<file path="config.mk">
export PLATFORM = sky130hd
export DESIGN_NAME = xirq_edge_ctrl
export DESIGN_NICKNAME = d
export VERILOG_FILES = /design/src/rtl/xirq_pkg.sv /design/src/rtl/xirq_sync.sv /design/src/rtl/xirq_edge_det.sv /design/src/rtl/xirq_flag_bank.sv /design/src/rtl/xirq_regs.sv /design/src/rtl/xirq_req_route.sv /design/src/rtl/xirq_edge_ctrl.sv
export SDC_FILE = /design/constraint.sdc
export NUM_CORES = 1
export LEC_CHECK = 0
export BUFFER_PORTS_ARGS = -buffer_cell sky130_fd_sc_hd__buf_4
export CORE_ASPECT_RATIO = 0.6
export CORE_MARGIN = 1.5
export CORE_UTILIZATION = 50
export DETAILED_ROUTE_END_ITERATION = 12
export PLACE_DENSITY_LB_ADDON = 0.15
export SYNTH_ARGS = -nofsm -noshare
export SYNTH_HDL_FRONTEND = slang
export SYNTH_SLANG_ARGS = --single-unit
</file>
<file path="constraint.sdc">
create_clock -name clk -period 2.14 [get_ports clk]
set_input_delay 0.107 -clock clk [delete_from_list [all_inputs] [get_ports clk]]
set_output_delay 0.107 -clock clk [all_outputs]
set_load 0.02 [all_outputs]
</file>
<file path="src/rtl/xirq_pkg.sv">
package xirq_pkg;
  localparam int unsigned REG_AW = 3;

  typedef enum logic [REG_AW-1:0] {
    A_RISE_EN = 3'd0,
    A_FALL_EN = 3'd1,
    A_FLAG    = 3'd2,
    A_OVR_EN  = 3'd3,
    A_OVR     = 3'd4,
    A_REQ_EN  = 3'd5,
    A_DMA_SEL = 3'd6
  } reg_addr_e;
endpackage

</file>
<file path="src/rtl/xirq_sync.sv">
module xirq_sync #(
  parameter int unsigned W      = 16,
  parameter int unsigned STAGES = 2
) (
  input  logic         clk,
  input  logic         rst_n,
  input  logic [W-1:0] din,
  output logic [W-1:0] dout
);
  logic [W-1:0] chain [STAGES];

  for (genvar g = 0; g < STAGES; g++) begin : g_stage
    if (g == 0) begin : g_first
      always_ff @(posedge clk or negedge rst_n) begin
        if (!rst_n) chain[g] <= '0;
        else        chain[g] <= din;
      end
    end else begin : g_next
      always_ff @(posedge clk or negedge rst_n) begin
        if (!rst_n) chain[g] <= '0;
        else        chain[g] <= chain[g-1];
      end
    end
  end

  assign dout = chain[STAGES-1];
endmodule

</file>
<file path="src/rtl/xirq_edge_det.sv">
module xirq_edge_det #(
  parameter int unsigned W = 16
) (
  input  logic         clk,
  input  logic         rst_n,
  input  logic [W-1:0] smp,
  input  logic [W-1:0] rise_en,
  input  logic [W-1:0] fall_en,
  output logic [W-1:0] edge_hit
);
  logic [W-1:0] prev_q;

  always_ff @(posedge clk or negedge rst_n) begin
    if (!rst_n) prev_q <= '0;
    else        prev_q <= smp;
  end

  // rising: now high, was low; falling: now low, was high
  assign edge_hit = (smp & ~prev_q & rise_en) | (~smp & prev_q & fall_en);
endmodule

</file>
<file path="src/rtl/xirq_flag_bank.sv">
module xirq_flag_bank #(
  parameter int unsigned W         = 16,
  parameter int unsigned DMA_LINES = 2
) (
  input  logic                 clk,
  input  logic                 rst_n,
  input  logic [W-1:0]         edge_hit,
  input  logic [W-1:0]         clr_flag,
  input  logic [W-1:0]         clr_ovr,
  input  logic [DMA_LINES-1:0] dma_clr,
  output logic [W-1:0]         flag_q,
  output logic [W-1:0]         ovr_q
);
  localparam int unsigned PAD = W - DMA_LINES;

  logic [W-1:0] dma_wide;
  logic [W-1:0] flag_d;
  logic [W-1:0] ovr_d;

  assign dma_wide = {{PAD{1'b0}}, dma_clr};

  always_comb begin
    // a fresh event overrides any clear arriving in the same cycle
    flag_d = (flag_q & ~(clr_flag | dma_wide)) | edge_hit;
    ovr_d  = (ovr_q & ~clr_ovr) | (edge_hit & flag_q);
  end

  always_ff @(posedge clk or negedge rst_n) begin
    if (!rst_n) begin
      flag_q <= '0;
      ovr_q  <= '0;
    end else begin
      flag_q <= flag_d;
      ovr_q  <= ovr_d;
    end
  end
endmodule

</file>
<file path="src/rtl/xirq_regs.sv">
module xirq_regs
  import xirq_pkg::*;
#(
  parameter int unsigned W         = 16,
  parameter int unsigned DMA_LINES = 2
) (
  input  logic                 clk,
  input  logic                 rst_n,
  input  logic                 bus_wr,
  input  logic                 bus_rd,
  input  logic [REG_AW-1:0]    bus_addr,
  input  logic [W-1:0]         bus_wdata,
  output logic [W-1:0]         bus_rdata,
  input  logic [W-1:0]         flag_q,
  input  logic [W-1:0]         ovr_q,
  output logic [W-1:0]         rise_en,
  output logic [W-1:0]         fall_en,
  output logic [W-1:0]         ovr_en,
  output logic [W-1:0]         req_en,
  output logic [DMA_LINES-1:0] dma_sel,
  output logic [W-1:0]         clr_flag,
  output logic [W-1:0]         clr_ovr
);
  localparam int unsigned PAD = W - DMA_LINES;

  reg_addr_e    addr;
  logic [W-1:0] rd_mux;

  assign addr = reg_addr_e'(bus_addr);

  always_ff @(posedge clk or negedge rst_n) begin
    if (!rst_n) begin
      rise_en <= '0;
      fall_en <= '0;
      ovr_en  <= '0;
      req_en  <= '0;
      dma_sel <= '0;
    end else if (bus_wr) begin
      case (addr)
        A_RISE_EN: rise_en <= bus_wdata;
        A_FALL_EN: fall_en <= bus_wdata;
        A_OVR_EN:  ovr_en  <= bus_wdata;
        A_REQ_EN:  req_en  <= bus_wdata;
        A_DMA_SEL: dma_sel <= bus_wdata[DMA_LINES-1:0];
        default: ;
      endcase
    end
  end

  always_comb begin
    clr_flag = '0;
    clr_ovr  = '0;
    if (bus_wr && addr == A_FLAG) clr_flag = bus_wdata;
    if (bus_wr && addr == A_OVR)  clr_ovr  = bus_wdata;
  end

  always_comb begin
    case (addr)
      A_RISE_EN: rd_mux = rise_en;
      A_FALL_EN: rd_mux = fall_en;
      A_FLAG:    rd_mux = flag_q;
      A_OVR_EN:  rd_mux = ovr_en;
      A_OVR:     rd_mux = ovr_q;
      A_REQ_EN:  rd_mux = req_en;
      A_DMA_SEL: rd_mux = {{PAD{1'b0}}, dma_sel};
      default:   rd_mux = '0;
    endcase
  end

  always_ff @(posedge clk or negedge rst_n) begin
    if (!rst_n)      bus_rdata <= '0;
    else if (bus_rd) bus_rdata <= rd_mux;
  end
endmodule

</file>
<file path="src/rtl/xirq_req_route.sv">
module xirq_req_route #(
  parameter int unsigned W          = 16,
  parameter int unsigned DMA_LINES  = 2,
  parameter int unsigned UPPER_BASE = 4
) (
  input  logic [W-1:0]                     flag_q,
  input  logic [W-1:0]                     ovr_q,
  input  logic [W-1:0]                     req_en,
  input  logic [W-1:0]                     ovr_en,
  input  logic [DMA_LINES-1:0]             dma_sel,
  input  logic [DMA_LINES-1:0]             dma_ack,
  output logic [DMA_LINES-1:0]             irq_low,
  output logic [DMA_LINES-1:0]             dma_req,
  output logic [DMA_LINES-1:0]             dma_clr,
  output logic [UPPER_BASE-DMA_LINES-1:0]  irq_solo,
  output logic                             irq_upper,
  output logic                             irq_ovr
);
  logic [W-1:0] live;

  assign live = flag_q & req_en;

  for (genvar g = 0; g < DMA_LINES; g++) begin : g_dma
    assign dma_req[g] = live[g] & dma_sel[g];
    assign irq_low[g] = live[g] & ~dma_sel[g];
    assign dma_clr[g] = dma_req[g] & dma_ack[g];
  end

  assign irq_solo  = live[UPPER_BASE-1:DMA_LINES];
  assign irq_upper = |live[W-1:UPPER_BASE];
  assign irq_ovr   = |(ovr_q & ovr_en);
endmodule

</file>
<file path="src/rtl/xirq_edge_ctrl.sv">
module xirq_edge_ctrl
  import xirq_pkg::*;
#(
  parameter int unsigned NUM_LINES   = 16,
  parameter int unsigned DMA_LINES   = 2,
  parameter int unsigned UPPER_BASE  = 4,
  parameter int unsigned SYNC_STAGES = 2
) (
  input  logic                            clk,
  input  logic                            rst_n,
  input  logic [NUM_LINES-1:0]            pin_in,
  input  logic                            bus_wr,
  input  logic                            bus_rd,
  input  logic [REG_AW-1:0]               bus_addr,
  input  logic [NUM_LINES-1:0]            bus_wdata,
  output logic [NUM_LINES-1:0]            bus_rdata,
  output logic [DMA_LINES-1:0]            irq_low,
  output logic [UPPER_BASE-DMA_LINES-1:0] irq_solo,
  output logic                            irq_upper,
  output logic                            irq_ovr,
  output logic [DMA_LINES-1:0]            dma_req,
  input  logic [DMA_LINES-1:0]            dma_ack
);
  logic [NUM_LINES-1:0] smp;
  logic [NUM_LINES-1:0] rise_en, fall_en, ovr_en, req_en;
  logic [NUM_LINES-1:0] edge_hit;
  logic [NUM_LINES-1:0] flag_q, ovr_q;
  logic [NUM_LINES-1:0] clr_flag, clr_ovr;
  logic [DMA_LINES-1:0] dma_sel, dma_clr;

  xirq_sync #(.W(NUM_LINES), .STAGES(SYNC_STAGES)) u_sync (
    .clk(clk), .rst_n(rst_n), .din(pin_in), .dout(smp)
  );

  xirq_edge_det #(.W(NUM_LINES)) u_edge (
    .clk(clk), .rst_n(rst_n), .smp(smp),
    .rise_en(rise_en), .fall_en(fall_en), .edge_hit(edge_hit)
  );

  xirq_flag_bank #(.W(NUM_LINES), .DMA_LINES(DMA_LINES)) u_flags (
    .clk(clk), .rst_n(rst_n), .edge_hit(edge_hit),
    .clr_flag(clr_flag), .clr_ovr(clr_ovr), .dma_clr(dma_clr),
    .flag_q(flag_q), .ovr_q(ovr_q)
  );

  xirq_regs #(.W(NUM_LINES), .DMA_LINES(DMA_LINES)) u_regs (
    .clk(clk), .rst_n(rst_n),
    .bus_wr(bus_wr), .bus_rd(bus_rd), .bus_addr(bus_addr),
    .bus_wdata(bus_wdata), .bus_rdata(bus_rdata),
    .flag_q(flag_q), .ovr_q(ovr_q),
    .rise_en(rise_en), .fall_en(fall_en), .ovr_en(ovr_en),
    .req_en(req_en), .dma_sel(dma_sel),
    .clr_flag(clr_flag), .clr_ovr(clr_ovr)
  );

  xirq_req_route #(.W(NUM_LINES), .DMA_LINES(DMA_LINES),
                   .UPPER_BASE(UPPER_BASE)) u_route (
    .flag_q(flag_q), .ovr_q(ovr_q), .req_en(req_en), .ovr_en(ovr_en),
    .dma_sel(dma_sel), .dma_ack(dma_ack),
    .irq_low(irq_low), .dma_req(dma_req), .dma_clr(dma_clr),
    .irq_solo(irq_solo), .irq_upper(irq_upper), .irq_ovr(irq_ovr)
  );
endmodule

</file>
==> flow_metrics.tcl <==
set metrics [dict create \
    setup_viol 0 \
    grt_max_degree 61 \
    hp-class "primary input to flip-flop" \
    gp_congestion 0.8376 \
    cts_sinks 162 \
    fin_skew_ns 0.006955 \
    synth_compound_area_share_pct 10.66 \
    grt_setup_unrepaired "no" \
    synthXorXnorAreaFrac_pct 0 \
    drt_wl_total_um 15750 \
    leakage_nw 3.644 \
    fmax_ghz 0.5016 \
    antenna_found_initial 0 \
    drtIter0Drc 289 \
    slowest_delay_ns 0.41 \
    portBuffers 64 \
    path_class "flip-flop to output port" \
    die_h_um 93.69 \
    required_ns 2.03 \
    cts_tree "done" \
    power_density_nw_per_um2 997.7 \
    synth_fa_ha_area_share_pct 0 \
    fillers 989 \
    post_cts_buffers 0 \
    cts_buffers 17 \
    start_util_pct 52.34 \
    post_drt_via_cell_ratio 5.812 \
    place.detailed.hpwl_um 10450 \
    ff2ff_setup_slack_ns 0.71 \
    ys_ff_latch 162 \
    slew_violations 0 \
    end_kind "output port" \
    synth_nets 539 \
    synth_top_family_by_area "multiplexers" \
    finalCriticalPeriod_ns 1.993 \
    fin_nets 646 \
    ioPinCount 65 \
    path_cells "a22o_1 > a221oi_1 > nand3_1 > buf_4" \
    worst_pin_slew_ns 0.5931 \
    ff_latch_area_um2 4054 \
    grt_use_total_pct 23.82 \
    yosys.area_share.simple_pct 9.056 \
    synthMuxAreaShare_pct 18.55 \
    maxCapViolations 0 \
    finalCritPeriodShare_pct 93.15 \
    ff2ff_path_depth 3 \
    ys_types 38 \
    dr.pass1.iters 5 \
    hold_viol 0 \
    cp.arrival_ns 1.89 \
    syn2layout_area_growth_pct 22.88 \
    critPathLaunchType "flip-flop" \
    diodes 0 \
    fin_setup_tns_ns 0 \
    num_vias 4580 \
    clock_path_buffers 2 \
    clk_pin_slew_worst_paths_ns 0.06 \
    grt_pass1_wl_um 25750 \
    grt_pass1_vias 4696 \
    die_x_um 154.1 \
    mostFrequentLayoutCells "dfrtp_1, mux2_2, buf_4" \
    status "complete, no violations" \
    htree_levels 4 \
    multi_input_area_um2 2623 \
    die_area_um2 14440 \
    seq_area_frac_synth_pct 59.16 \
    layout-drive-gt1-share_pct 32.20 \
    cts_root_buf "clkbuf_16" \
    cp_max_fo 4 \
    fin_area_um2 8421 \
    post_dp_cell_area_um2 7511 \
    core_area_um2 13090 \
    clk_latency_ns 0.42 \
    synth_cells 498 \
    peakVddDrop_v 0.0005535 \
    final_common_cell "dfrtp_1" \
    wl_per_cell_um 19.99 \
    syn_area_um2 6853 \
    synth_warnings 0 \
    drcViolationCount 0 \
    avgSynthCellArea_um2 13.76 \
    rows 32 \
    antenna_left 0 \
    max_slew_margin_pct 60.46 \
    hold_depth 3 \
    slowest_stage "dfrtp_1" \
    overflow 0 \
]
[cells by family (layout without fill, tap and decap cells)]
| family | count (synthesis) | count (layout) |
|---|---|---|
| buffers and inverters | 25 | 145 |
| AOI/OAI and AO/OA | 100 | 100 |
| DFF | 162 | 162 |
| muxes | 98 | 98 |
| and+or+nand+nor | 113 | 113 |
[stage by stage]
| step | instances | util, % | total power [mW] | hold WS, ns | setup slack, ns |
|---|---|---|---|---|---|
| after floorplan | 498 | - | 4.800 | -0.1886 | 0.7471 |
| after global placement | 723 | 57.37 | 5.344 | 0.1293 | 0.3933 |
| after detailed placement | 723 | 57.37 | 5.404 | 0.1323 | 0.3486 |
| after CTS | 788 | 64.32 | 8.451 | 0.008582 | 0.1087 |
| after global routing | 788 | 64.32 | 8.765 | 0.01683 | 0.06849 |
| final | 788 | 64.32 | 8.401 | 0.01799 | 0.1466 |
[layout make-up]
type,instances,area share (%)
multi-input cells,311,31.14
clock inverters,11,1.530
flip-flops and latches,162,48.14
inverters,2,0.08915
clock buffers,21,5.349
repair buffers,111,11.22
well taps,170,2.526
[registers in the layout (all words and copies together) (netlist names)]
register	flops
u_edge.prev_q	16
u_flags.flag_q	16
u_flags.ovr_q	16
u_regs.bus_rdata	16
u_regs.fall_en	16
u_regs.ovr_en	16
u_regs.req_en	16
u_regs.rise_en	16
u_sync.chain	16
u_sync.dout	16
u_regs.dma_sel	2
[worst max-delay path, delay by kind of cell, from the launching register on]
kind	cells	cell delay, ns
AO/OA/AOI/OAI	2	0.69
flip-flops	1	0.41
buffers and inverters	1	0.19
AND/OR/NAND/NOR	1	0.16
[power by group]
group	switching (mW)	internal (mW)
clock network	1.23	1.76
registers	0.435	3.55
logic	0.627	0.802
total	2.29	6.11
[what timing repair did]
item                                   in CTS  in global routing
endpoints found under the hold margin     142                  0
gates resized for setup                     0                  0
hold buffers                               33                  0
[cell usage after synthesis, drive strengths merged]
library cell | n | area, um2
mux4 | 12 | 307.8
a221o | 2 | 20.02
o22ai | 2 | 12.51
nand2b | 2 | 12.51
mux2 | 82 | 923.4
mux2i | 4 | 40.04
a221oi | 9 | 78.83
a41o | 2 | 20.02
clkbuf | 9 | 46.29
nor2 | 17 | 63.81
a22oi | 12 | 90.09
inv | 2 | 7.510
nor2b | 5 | 31.28
and4bb | 2 | 25.02
and3 | 2 | 12.51
nor4b | 2 | 47.55
a22o | 23 | 201.4
buf | 14 | 122.6
dfrtp | 162 | 4054
o31ai | 2 | 15.01
nand3 | 4 | 20.02
nand2 | 56 | 210.2
and2 | 2 | 12.51
nand4b | 1 | 23.77
a21o | 14 | 105.1
nand3b | 16 | 120.1
a31o | 2 | 17.52
o211a | 2 | 20.02
nand4 | 3 | 33.78
a21oi | 10 | 50.05
o21ai | 20 | 100.1
nor3b | 1 | 7.510
[layer usage]
metal,global-route usage (%),wire length (um)
met4,7.848,272
met5,0,0
met2,34.54,6780
met3,5.673,998
met1,35.36,7698
[worst paths after layout]
path	start	to
setup / recovery	u_flags.flag_q[9]	irq_upper
hold / removal	dma_ack[0]	u_flags.flag_q[0]
setup reg to reg	u_flags.ovr_q[12]	u_regs.bus_rdata[12]
hold reg to reg	u_sync.chain[26]	u_sync.dout[10]
max in group asynchronous	rst_n	u_sync.dout[6]
min in group asynchronous	rst_n	u_sync.chain[18]
Note: power is estimated with default switching activity, not from simulation.
